===== config.mk =====
export PLATFORM = sky130hd
export DESIGN_NAME = eeprom_spi_slave
export DESIGN_NICKNAME = d
export VERILOG_FILES = /design/src/rtl/eeprom_spi_pkg.sv /design/src/rtl/spi_pin_sync.sv /design/src/rtl/spi_byte_shifter.sv /design/src/rtl/eeprom_cmd_ctrl.sv /design/src/rtl/eeprom_spi_slave.sv
export SDC_FILE = /design/constraint.sdc
export NUM_CORES = 2
export LEC_CHECK = 0
export ABC_AREA = 1
export CORE_ASPECT_RATIO = 0.5
export CORE_MARGIN = 3
export CORE_UTILIZATION = 30
export CTS_BUF_LIST = sky130_fd_sc_hd__clkbuf_16
export CTS_CLUSTER_SIZE = 30
export DETAILED_ROUTE_END_ITERATION = 6
export MAX_ROUTING_LAYER = met4
export SLEW_MARGIN = 10
export SYNTH_ARGS = -nofsm -noshare
export SYNTH_HDL_FRONTEND = slang
export SYNTH_HIERARCHICAL = 1
export SYNTH_SLANG_ARGS = --single-unit

===== constraint.sdc =====
create_clock -name clk -period 2.7 [get_ports clk]
set_input_delay 0.27 -clock clk [delete_from_list [all_inputs] [get_ports clk]]
set_output_delay 0.27 -clock clk [all_outputs]
set_load 0.005 [all_outputs]

===== src/rtl/eeprom_spi_pkg.sv =====
package eeprom_spi_pkg;

   localparam logic [7:0] OPC_WREN  = 8'h06;
   localparam logic [7:0] OPC_WRDI  = 8'h04;
   localparam logic [7:0] OPC_RDSR  = 8'h05;
   localparam logic [7:0] OPC_WRSR  = 8'h01;
   localparam logic [7:0] OPC_READ  = 8'h03;
   localparam logic [7:0] OPC_WRITE = 8'h02;

   localparam int unsigned BYTE_BITS = 8;

   typedef enum logic [3:0] {
      ST_IDLE,
      ST_OPC,
      ST_WREN,
      ST_RDSR,
      ST_WRSR,
      ST_WRSR_DONE,
      ST_RD_ADDR,
      ST_RD_DATA,
      ST_WR_ADDR,
      ST_WR_DATA,
      ST_IGNORE
   } cmd_state_e;

   function automatic logic [7:0] pack_status(input logic busy,
                                              input logic wel,
                                              input logic [1:0] prot);
      return {4'b0000, prot, wel, busy};
   endfunction

endpackage


===== src/rtl/spi_pin_sync.sv =====
module spi_pin_sync #(
   parameter int unsigned SYNC_STAGES = 2
) (
   input  logic clk,
   input  logic rst_n,
   input  logic sck,
   input  logic cs_n,
   input  logic mosi,
   output logic sck_rise,
   output logic sck_fall,
   output logic cs_act,
   output logic cs_fall_p,
   output logic cs_rise_p,
   output logic mosi_s
);

   localparam int unsigned CHAIN_W = 3 * SYNC_STAGES;
   localparam logic [2:0]  IDLE_PINS = 3'b010;

   if (SYNC_STAGES < 1) begin : g_bad_stages
      $error("spi_pin_sync: SYNC_STAGES must be at least 1");
   end

   logic [CHAIN_W-1:0] chain;
   logic [2:0]         pins_s;
   logic               sck_q;
   logic               cs_q;

   if (SYNC_STAGES == 1) begin : g_single
      always_ff @(posedge clk or negedge rst_n) begin
         if (!rst_n) chain <= IDLE_PINS;
         else        chain <= {sck, cs_n, mosi};
      end
   end else begin : g_multi
      always_ff @(posedge clk or negedge rst_n) begin
         if (!rst_n) chain <= {SYNC_STAGES{IDLE_PINS}};
         else        chain <= {chain[CHAIN_W-4:0], sck, cs_n, mosi};
      end
   end

   assign pins_s = chain[CHAIN_W-1 -: 3];

   always_ff @(posedge clk or negedge rst_n) begin
      if (!rst_n) begin
         sck_q <= 1'b0;
         cs_q  <= 1'b1;
      end else begin
         sck_q <= pins_s[2];
         cs_q  <= pins_s[1];
      end
   end

   assign mosi_s    = pins_s[0];
   assign cs_act    = ~pins_s[1];
   assign cs_fall_p = ~pins_s[1] & cs_q;
   assign cs_rise_p = pins_s[1] & ~cs_q;
   assign sck_rise  = pins_s[2] & ~sck_q;
   assign sck_fall  = ~pins_s[2] & sck_q;

endmodule


===== src/rtl/spi_byte_shifter.sv =====
module spi_byte_shifter
   import eeprom_spi_pkg::*;
#(
   parameter logic MISO_IDLE = 1'b0
) (
   input  logic       clk,
   input  logic       rst_n,
   input  logic       sck_rise,
   input  logic       sck_fall,
   input  logic       cs_act,
   input  logic       cs_fall_p,
   input  logic       mosi_s,
   input  logic [7:0] tx_data,
   output logic       byte_done,
   output logic [7:0] rx_byte,
   output logic       tx_load,
   output logic       miso
);

   localparam int unsigned CNT_W = $clog2(BYTE_BITS);

   logic [CNT_W-1:0] bit_cnt;
   logic [7:0]       rx_sh;
   logic [7:0]       tx_sh;
   logic             last_bit;

   assign last_bit = (bit_cnt == CNT_W'(BYTE_BITS - 1));
   assign tx_load  = cs_act & sck_fall & (bit_cnt == '0);

   always_ff @(posedge clk or negedge rst_n) begin
      if (!rst_n) begin
         bit_cnt   <= '0;
         rx_sh     <= '0;
         tx_sh     <= '0;
         byte_done <= 1'b0;
         rx_byte   <= '0;
      end else begin
         byte_done <= 1'b0;
         if (cs_fall_p) begin
            bit_cnt <= '0;
            rx_sh   <= '0;
            tx_sh   <= '0;
         end else if (cs_act) begin
            if (sck_rise) begin
               rx_sh <= {rx_sh[6:0], mosi_s};
               if (last_bit) begin
                  bit_cnt   <= '0;
                  byte_done <= 1'b1;
                  rx_byte   <= {rx_sh[6:0], mosi_s};
               end else begin
                  bit_cnt <= bit_cnt + 1'b1;
               end
            end
            if (tx_load) begin
               tx_sh <= tx_data;
            end else if (sck_fall) begin
               tx_sh <= {tx_sh[6:0], 1'b0};
            end
         end
      end
   end

   assign miso = cs_act ? tx_sh[7] : MISO_IDLE;

   // a completed byte is reported for exactly one cycle
   p_byte_pulse_r2: assert property (@(posedge clk) disable iff (!rst_n)
      byte_done |=> !byte_done);

   // a new transmit byte is only taken at a byte boundary, never mid-byte
   p_load_boundary_r2: assert property (@(posedge clk) disable iff (!rst_n)
      (byte_done && cs_act) |-> (bit_cnt == '0));

endmodule


===== src/rtl/eeprom_cmd_ctrl.sv =====
module eeprom_cmd_ctrl
   import eeprom_spi_pkg::*;
#(
   parameter int unsigned MEM_BYTES   = 128,
   parameter int unsigned PAGE_BYTES  = 8,
   parameter int unsigned BUSY_CYCLES = 5000
) (
   input  logic       clk,
   input  logic       rst_n,
   input  logic       cs_fall_p,
   input  logic       cs_rise_p,
   input  logic       byte_done,
   input  logic [7:0] rx_byte,
   input  logic       tx_load,
   output logic [7:0] tx_data
);

   localparam int unsigned AW = $clog2(MEM_BYTES);
   localparam int unsigned CW = $clog2(BUSY_CYCLES + 1);
   localparam logic [AW-1:0] PAGE_MASK = AW'(PAGE_BYTES - 1);

   if ((MEM_BYTES < 2) || (MEM_BYTES > 256) ||
       ((MEM_BYTES & (MEM_BYTES - 1)) != 0)) begin : g_bad_mem
      $error("eeprom_cmd_ctrl: MEM_BYTES must be a power of two in 2..256");
   end
   if ((PAGE_BYTES < 2) || (PAGE_BYTES > MEM_BYTES) ||
       ((PAGE_BYTES & (PAGE_BYTES - 1)) != 0)) begin : g_bad_page
      $error("eeprom_cmd_ctrl: PAGE_BYTES must be a power of two within the array");
   end
   if (BUSY_CYCLES < 1) begin : g_bad_busy
      $error("eeprom_cmd_ctrl: BUSY_CYCLES must be at least 1");
   end

   cmd_state_e    state;
   logic [7:0]    mem [MEM_BYTES];
   logic [AW-1:0] rd_ptr;
   logic [AW-1:0] wr_ptr;
   logic [AW-1:0] wr_next;
   logic [CW-1:0] busy_cnt;
   logic          busy;
   logic          wel;
   logic [1:0]    prot;
   logic          mem_we;
   logic          commit;

   assign busy    = (busy_cnt != '0);
   assign mem_we  = byte_done && (state == ST_WR_DATA);
   assign wr_next = (wr_ptr & ~PAGE_MASK) | ((wr_ptr + 1'b1) & PAGE_MASK);
   assign commit  = (state == ST_WR_ADDR) || (state == ST_WR_DATA) ||
                    (state == ST_WRSR)    || (state == ST_WRSR_DONE);

   // command sequencing, write-enable latch, protect bits and busy timer
   always_ff @(posedge clk or negedge rst_n) begin
      if (!rst_n) begin
         state    <= ST_IDLE;
         rd_ptr   <= '0;
         wr_ptr   <= '0;
         busy_cnt <= '0;
         wel      <= 1'b0;
         prot     <= 2'b00;
      end else begin
         if (busy) busy_cnt <= busy_cnt - 1'b1;

         if (cs_fall_p) begin
            state <= ST_OPC;
         end else if (cs_rise_p) begin
            if (state == ST_WREN) wel <= 1'b1;
            if (commit) begin
               wel      <= 1'b0;
               busy_cnt <= CW'(BUSY_CYCLES);
            end
            state <= ST_IDLE;
         end else if (byte_done) begin
            unique case (state)
               ST_OPC: begin
                  if (busy && (rx_byte != OPC_RDSR)) begin
                     state <= ST_IGNORE;
                  end else begin
                     case (rx_byte)
                        OPC_WREN:  state <= ST_WREN;
                        OPC_WRDI: begin
                           wel   <= 1'b0;
                           state <= ST_IGNORE;
                        end
                        OPC_RDSR:  state <= ST_RDSR;
                        OPC_WRSR:  state <= wel ? ST_WRSR : ST_IGNORE;
                        OPC_READ:  state <= ST_RD_ADDR;
                        OPC_WRITE: state <= wel ? ST_WR_ADDR : ST_IGNORE;
                        default:   state <= ST_IGNORE;
                     endcase
                  end
               end
               ST_RD_ADDR: begin
                  rd_ptr <= rx_byte[AW-1:0];
                  state  <= ST_RD_DATA;
               end
               ST_WR_ADDR: begin
                  wr_ptr <= rx_byte[AW-1:0];
                  state  <= ST_WR_DATA;
               end
               ST_WR_DATA: begin
                  wr_ptr <= wr_next;
               end
               ST_WRSR: begin
                  prot  <= rx_byte[3:2];
                  state <= ST_WRSR_DONE;
               end
               ST_WREN: begin
                  state <= ST_IGNORE;
               end
               default: ;
            endcase
         end

         if (tx_load && (state == ST_RD_DATA)) begin
            rd_ptr <= rd_ptr + 1'b1;
         end
      end
   end

   // storage array, written one data byte at a time
   always_ff @(posedge clk or negedge rst_n) begin
      if (!rst_n) begin
         for (int i = 0; i < MEM_BYTES; i++) mem[i] <= 8'h00;
      end else if (mem_we) begin
         mem[wr_ptr] <= rx_byte;
      end
   end

   always_comb begin
      unique case (state)
         ST_RDSR:    tx_data = pack_status(busy, wel, prot);
         ST_RD_DATA: tx_data = mem[rd_ptr];
         default:    tx_data = 8'h00;
      endcase
   end

   // nothing reaches the array while the programming timer runs
   p_no_store_busy_r8: assert property (@(posedge clk) disable iff (!rst_n)
      busy |-> !mem_we);

   // a non-status opcode seen while busy leads to the ignore state
   p_ignore_busy_r8: assert property (@(posedge clk) disable iff (!rst_n)
      (byte_done && (state == ST_OPC) && busy && (rx_byte != OPC_RDSR))
      |=> (state == ST_IGNORE));

   // entering busy drops the write-enable latch
   p_wel_drop_r7: assert property (@(posedge clk) disable iff (!rst_n)
      $rose(busy) |-> !wel);

   // busy window starts at its full length
   p_busy_len_r7: assert property (@(posedge clk) disable iff (!rst_n)
      $rose(busy) |-> (busy_cnt == CW'(BUSY_CYCLES)));

   // stored data never leave the page of the write address
   p_page_keep_r6: assert property (@(posedge clk) disable iff (!rst_n)
      mem_we |=> ((wr_ptr & ~PAGE_MASK) == $past(wr_ptr & ~PAGE_MASK)));

   // a write or status write needs the latch to have been set
   p_need_wel_r4: assert property (@(posedge clk) disable iff (!rst_n)
      (byte_done && (state == ST_OPC) && !wel &&
       ((rx_byte == OPC_WRITE) || (rx_byte == OPC_WRSR))) |=> (state == ST_IGNORE));

endmodule


===== src/rtl/eeprom_spi_slave.sv =====
module eeprom_spi_slave #(
   parameter int unsigned MEM_BYTES   = 128,
   parameter int unsigned PAGE_BYTES  = 8,
   parameter int unsigned BUSY_CYCLES = 5000,
   parameter int unsigned SYNC_STAGES = 2,
   parameter logic        MISO_IDLE   = 1'b0
) (
   input  logic clk,
   input  logic rst_n,
   input  logic sck,
   input  logic cs_n,
   input  logic mosi,
   output logic miso
);

   logic       sck_rise;
   logic       sck_fall;
   logic       cs_act;
   logic       cs_fall_p;
   logic       cs_rise_p;
   logic       mosi_s;
   logic       byte_done;
   logic [7:0] rx_byte;
   logic       tx_load;
   logic [7:0] tx_data;

   spi_pin_sync #(
      .SYNC_STAGES(SYNC_STAGES)
   ) u_sync (
      .clk      (clk),
      .rst_n    (rst_n),
      .sck      (sck),
      .cs_n     (cs_n),
      .mosi     (mosi),
      .sck_rise (sck_rise),
      .sck_fall (sck_fall),
      .cs_act   (cs_act),
      .cs_fall_p(cs_fall_p),
      .cs_rise_p(cs_rise_p),
      .mosi_s   (mosi_s)
   );

   spi_byte_shifter #(
      .MISO_IDLE(MISO_IDLE)
   ) u_shift (
      .clk      (clk),
      .rst_n    (rst_n),
      .sck_rise (sck_rise),
      .sck_fall (sck_fall),
      .cs_act   (cs_act),
      .cs_fall_p(cs_fall_p),
      .mosi_s   (mosi_s),
      .tx_data  (tx_data),
      .byte_done(byte_done),
      .rx_byte  (rx_byte),
      .tx_load  (tx_load),
      .miso     (miso)
   );

   eeprom_cmd_ctrl #(
      .MEM_BYTES  (MEM_BYTES),
      .PAGE_BYTES (PAGE_BYTES),
      .BUSY_CYCLES(BUSY_CYCLES)
   ) u_ctrl (
      .clk      (clk),
      .rst_n    (rst_n),
      .cs_fall_p(cs_fall_p),
      .cs_rise_p(cs_rise_p),
      .byte_done(byte_done),
      .rx_byte  (rx_byte),
      .tx_load  (tx_load),
      .tx_data  (tx_data)
   );

   // with chip select high long enough to pass the synchronizer, MISO idles
   p_miso_idle_r11: assert property (@(posedge clk) disable iff (!rst_n)
      ($past(cs_n) && cs_n && !cs_act) |-> (miso == MISO_IDLE));

endmodule


# Word-level counts from Yosys, hierarchy flattened
# Index checks and enable logic that the tools add are counted.
# Widths: inputs -> output; s select.
# classes
reduce_logical	27
eq_ne	22
addsub	4
order_cmp	3
mux	48
n_bitwise	15
# ops
op	count
$bwmux 1024	1
$bmux 8 s7	1
$demux 8 s7	1
$mux 7	8
$mux 8	7
$mux 13	4
$pmux 4 s5	2
$eq 8x3->1 const B	3
$mux 4	5
$eq 4x3->1 const B	4
$eq 8x2->1 const B	2
$ge 8x8->1 const B	2
$not 7->8	2
$pmux 8 s2	1
$reduce_and 4->1	4
$pmux 7 s2	1
$reduce_bool 2->1	7
$reduce_bool 13->1	1
$sub 13x1->13 const B	1
$mux 1	12
$mux 3	4
$eq 4x2->1 const B	2
$eq 4x4->1 const B	2
$eq 8x1->1 const B	1
other kinds (20)	41
# word_totals
regBits	1093
word_cells	261

# Depth between registers and ports, before layout
# depth
ltp_word	8
mapped_depth	22
ltp_nobuf	20

# Modules after synthesis
# Netlist, hierarchy kept.
# modules_own_cells
module	cells_per_inst	area_per_inst_um2	n_inst	seq_area_each_um2
eeprom_cmd_ctrl	6338	49175.9	1	26475.4
spi_byte_shifter	156	1321.3	1	675.6
spi_pin_sync	16	236.5	1	203.9

# Worst setup path after synthesis
# Ideal clock, no wire load.
# synth_timing
kind	flip-flop to flip-flop
startpoint	register u_ctrl.rd_ptr[0]
endpoint	register u_shift.tx_sh[1]
period_less_slack_ps	2179
path_stages_with_launch	19
arrival_ps	2063
setup_slack_ps	521
setup_ps	116
n_path_buf	3
cell_sequence	dfrtp_1 -> buf_2 -> clkbuf_1 -> buf_1 -> nand2_1 -> nand3_1 -> nand3_1 -> nand3_1 -> nand2_1 -> a21oi_1 -> nand3_1 -> nand3_1 -> nand2_1 -> inv_1 -> nand3_1 -> nand2_1 -> clkinv_1 -> nand2_1 -> nand2_1
# synth_via
elab_chain_len	8
# synth_lines
element	line_no	source
start: declaration	eeprom_cmd_ctrl.sv:36	logic [AW-1:0] rd_ptr;
start signal: assignment	eeprom_cmd_ctrl.sv:94	rd_ptr <= rx_byte[AW-1:0];
start signal: assignment	eeprom_cmd_ctrl.sv:116	rd_ptr <= rd_ptr + 1'b1;
$not 7->8 (implied by the code)	eeprom_cmd_ctrl.sv:133	ST_RD_DATA: tx_data = mem[rd_ptr];
$bmux 8 s7	eeprom_cmd_ctrl.sv:133	
$mux 8 (implied by the code) (2 in series)	eeprom_cmd_ctrl.sv:133	
$pmux 8 s2	eeprom_cmd_ctrl.sv:131	unique case (state)
net tx_data[1]	eeprom_spi_slave.sv:25	logic [7:0] tx_data;
$mux 8	spi_byte_shifter.sv:54	if (tx_load) begin
$mux 8	spi_byte_shifter.sv:43	end else if (cs_act) begin
$mux 8	spi_byte_shifter.sv:39	if (cs_fall_p) begin
end signal: assignment	spi_byte_shifter.sv:55	tx_sh <= tx_data;
end signal: assignment	spi_byte_shifter.sv:57	tx_sh <= {tx_sh[6:0], 1'b0};
end: declaration	spi_byte_shifter.sv:24	logic [7:0] tx_sh;
# The timed path passes the listed nets, and every way through them passes these cells. The select of a mux whose other input is x is not followed.
# A chain may end at the register's enable or synchronous reset.

# Worst setup path in the final report
# layout_timing
startpoint	register u_ctrl.rd_ptr[0]
endpoint	register u_shift.tx_sh[7]
# The elaborated chain is that of the path after synthesis.

==> out/qor.csv <==
metric;value;unit
Post-DP HPWL;101000;µm
register area share after synthesis;53.9;%
critical path, cell by cell;clkinv_16 -> buf_12 -> buf_4 -> nor2_1 -> o211ai_1 -> nand3_2 -> nand2_2 -> nand3_4 -> nand3_1 -> nand2_1 -> nor2_1 -> inv_1 -> nand3_1 -> nand2_1 -> inv_1 -> nand2_1 -> nand2_1;
crit path DAT;3.36;ns
antenna violations before repair;4;
core area;168000;µm²
leak pwr;0.0266;µW
Site Rows;106;
CP peak stage delay;0.58;ns
CP max FO;31;
Power Internal;26300;µW
Switching Share;23.0;%
Final Hold Fails;0;
max-slew violations;0;
Hold Crit Class;in2async;
Final Setup Violations;0;
vias in the first global route;42600;
Total Neg Setup Slack;0;ns
pwr dens;574;nW/µm²
final core utilization;35.6;%
Yosys top cell area share;53.8;%
mean area per synthesized cell;7.79;µm²
worst r2r src;u_ctrl/rd_ptr[0]$_DFFE_PN0P_;
Max VDD drop;0.519;mV
Die Wd;588;µm
Comb pwr share;3.3;%
Peak Freq;0.373;GHz
Detailed Route Iter0 Violations;4896;
Post-synth ARST share;100;%
Die Y;297;µm
most frequent CP cell;nand2_1;
R2R depth;17;
nets@finish;6486;
synthesized cell area;50700;µm²
CTS tree;yes;
Clock Power Share;48.2;%
Setup Skew;0.0423;ns
CP Class;reg2reg;
crit start category;flip-flop;
Final period util;99.2;%
GRT Util Overall;19.0;%
vias;44500;
setup slack, reg-to-reg;0.02;ns
total CTS buffers;111;
dominant cells by area after synthesis;dfrtp_1 (54%), nand2_1 (15%), o21ai_0 (11%), nor2_1 (4.3%), nand3_1 (3.3%);
Worst slew margin;44.3;%
Final ANT Viol Nets;0;
number of H-tree levels;3;
Initial Util;30.3;%
predominant post-synthesis flop cell;dfrtp_1;
CTS max path bufs;3;
WL per Instance;18.7;µm
final RePlAce weighted congestion;0.897;
Ys Warns;6;
Clock transition at path regs;0.06;ns
Tmin final;2.68;ns
IO Port Bufs;5;
Synth cell types;37;
reg2reg end;u_shift/tx_sh[7]$_DFFE_PN0P_;
CP max-delay cell;dfrtp_4;
Synthesized Nets;6522;
Net Sw Power;7870;µW
Seq pwr share;48.5;%
total gr overflow;0;
worst-skew pair later-pin latency;0.74;ns
Syn Inst Count;6510;
drt first pass iters;6;
FF+latch count, synth;1093;
Post-synth EDFFs;0;
Sink Count;1093;
share of post-route cells with drive strength above 1;9.63;%
final WL;165000;µm
RSZ-0062 raised after global routing;yes;
max_cap viols;0;
I/O Pins;6;
status;finished clean;
die area;174000;µm²
cell family with most CP delay;simple AND/OR/NAND/NOR gates;
most frequent cells in the layout;nand2_1 (2023), dfrtp_1 (1087), o21ai_0 (1054);
residual DRC count;0;
clock root buffer master;clkbuf_16;
leading area contributor after synthesis;dfrtp_1;
CP Capture Type;flip-flop;
first-pass GRT wire length;257000;µm
Area Growth Syn to Fin;17.4;%
vias per inst;5.04;
slew at the pin closest to its max-slew limit;0.835;ns
largest net degree at the start of global routing;131;
WP data required;3.38;ns
most common cell after layout, fill and taps aside;nand2_1;
Worst Path Buf+Inv;5;
## routing by layer
layer / GRT usage (%) / vias up / wire (µm)
met2: 28.0 / 1515 / 71900
met3: 2.84 / 268 / 11900
met5: - / - / 0
met4: 5.39 / 0 / 4680
met1: 27.0 / 21600 / 76700
li1: - / 21100 / -
## worst reg2reg max path, delay by kind of cell, from the launching register on
kind / cells / cell delay, ns
flip-flops: 1 / 0.58
AO/OA/AOI/OAI: 1 / 0.39
AND/OR/NAND/NOR: 11 / 0.95
buffers and inverters: 5 / 0.71
## synthesized netlist by cell type (all sizes together), types with 15 or more instances
cell type and instances:
clkbuf 435, o211ai 57, nand2 2058, nand4 70, nor3 15, o22ai 29, buf 46, inv 276
o21ai 1403, a21oi 52, nor2 599, nand3 333, dfrtp 1090
## kinds of logic after synthesis
group | synth area share (%)
buf+inv | 5.74
compound gates | 15.7
simple gates | 24.4
xor+xnor | 0.0691
flops | 53.9
fa+ha+maj | 0.173
## repair_timing
item                                    in CTS  in global routing
buffers inserted                             1                  2
endpoints found under the hold margin      466                  0
gates cloned                                 1                 13
pin swaps                                    2                  9
resized for setup                            6                 96
hold buffers                                 4                  0
endpoints found under the setup margin       2                101
## metrics by stage
| step | std cells | hold WS, ns | setup WS [ns] | power, µW | instance area (µm²) |
|---|---|---|---|---|---|
| finish | 8834 | 0.0978 | 0.0204 | 34200 | 59600 |
| global route | 8834 | 0.106 | -0.124 | 35400 | 59600 |
| CTS | 8817 | 0.0683 | 0.00221 | 34500 | 58900 |
| detailed placement | 8608 | 0.269 | -0.154 | 18000 | 55000 |
| global placement | 8608 | 0.259 | -0.237 | 18000 | 55000 |
| floorplan | 6510 | -0.0256 | 0.521 | 17300 | 50700 |
## worst max path at each step
stage / from / to / slack [ns] / cells past startpoint
after floorplan: u_ctrl/rd_ptr[0]$_DFFE_PN0P_ / u_shift/tx_sh[1]$_DFFE_PN0P_ / 0.52 / 18
after global placement: u_ctrl/rd_ptr[0]$_DFFE_PN0P_ / u_shift/tx_sh[7]$_DFFE_PN0P_ / -0.24 / 17
after detailed placement: u_ctrl/rd_ptr[0]$_DFFE_PN0P_ / u_shift/tx_sh[7]$_DFFE_PN0P_ / -0.15 / 17
after CTS: u_ctrl/rd_ptr[0]$_DFFE_PN0P_ / u_shift/tx_sh[7]$_DFFE_PN0P_ / 0.002 / 17
after global routing: u_ctrl/rd_ptr[0]$_DFFE_PN0P_ / u_shift/tx_sh[2]$_DFFE_PN0P_ / -0.12 / 21
final: u_ctrl/rd_ptr[0]$_DFFE_PN0P_ / u_shift/tx_sh[7]$_DFFE_PN0P_ / 0.02 / 17
## flip-flops by register name, indices dropped and copies added (netlist names)
signal,count
u_ctrl/mem,1024
u_ctrl/busy_cnt,13
u_shift/rx_byte,8
u_shift/tx_sh,8
u_ctrl/rd_ptr,7
u_ctrl/wr_ptr,7
u_shift/rx_sh,7
u_sync/chain,6
u_ctrl/state,4
u_shift/bit_cnt,3
u_ctrl/prot,2
u_ctrl/wel,1
u_shift/byte_done,1
u_sync/cs_q,1
u_sync/sck_q,1
## cell type report
type	instances	area [µm²]
fillers	17400	108000
flip-flops and latches	1093	27400
multi-input cells	4654	20700
repair buffers	331	3670
clock buffers	114	2850
well taps	2268	2840
inverters	282	1130
clock inverters	89	988
repair inverters	1	11.3
diodes	2	5.00
## power groups by stage
stage | Combinational (µW) | Sequential (µW) | Clock, µW
after global routing | 1270 | 16600 | 17500
final | 1120 | 16600 | 16500
after CTS | 1140 | 16600 | 16800
after floorplan | 464 | 16900 | 0
after detailed placement | 1140 | 16900 | 0
after global placement | 1130 | 16900 | 0
Note: power is estimated with default switching activity, not from simulation.
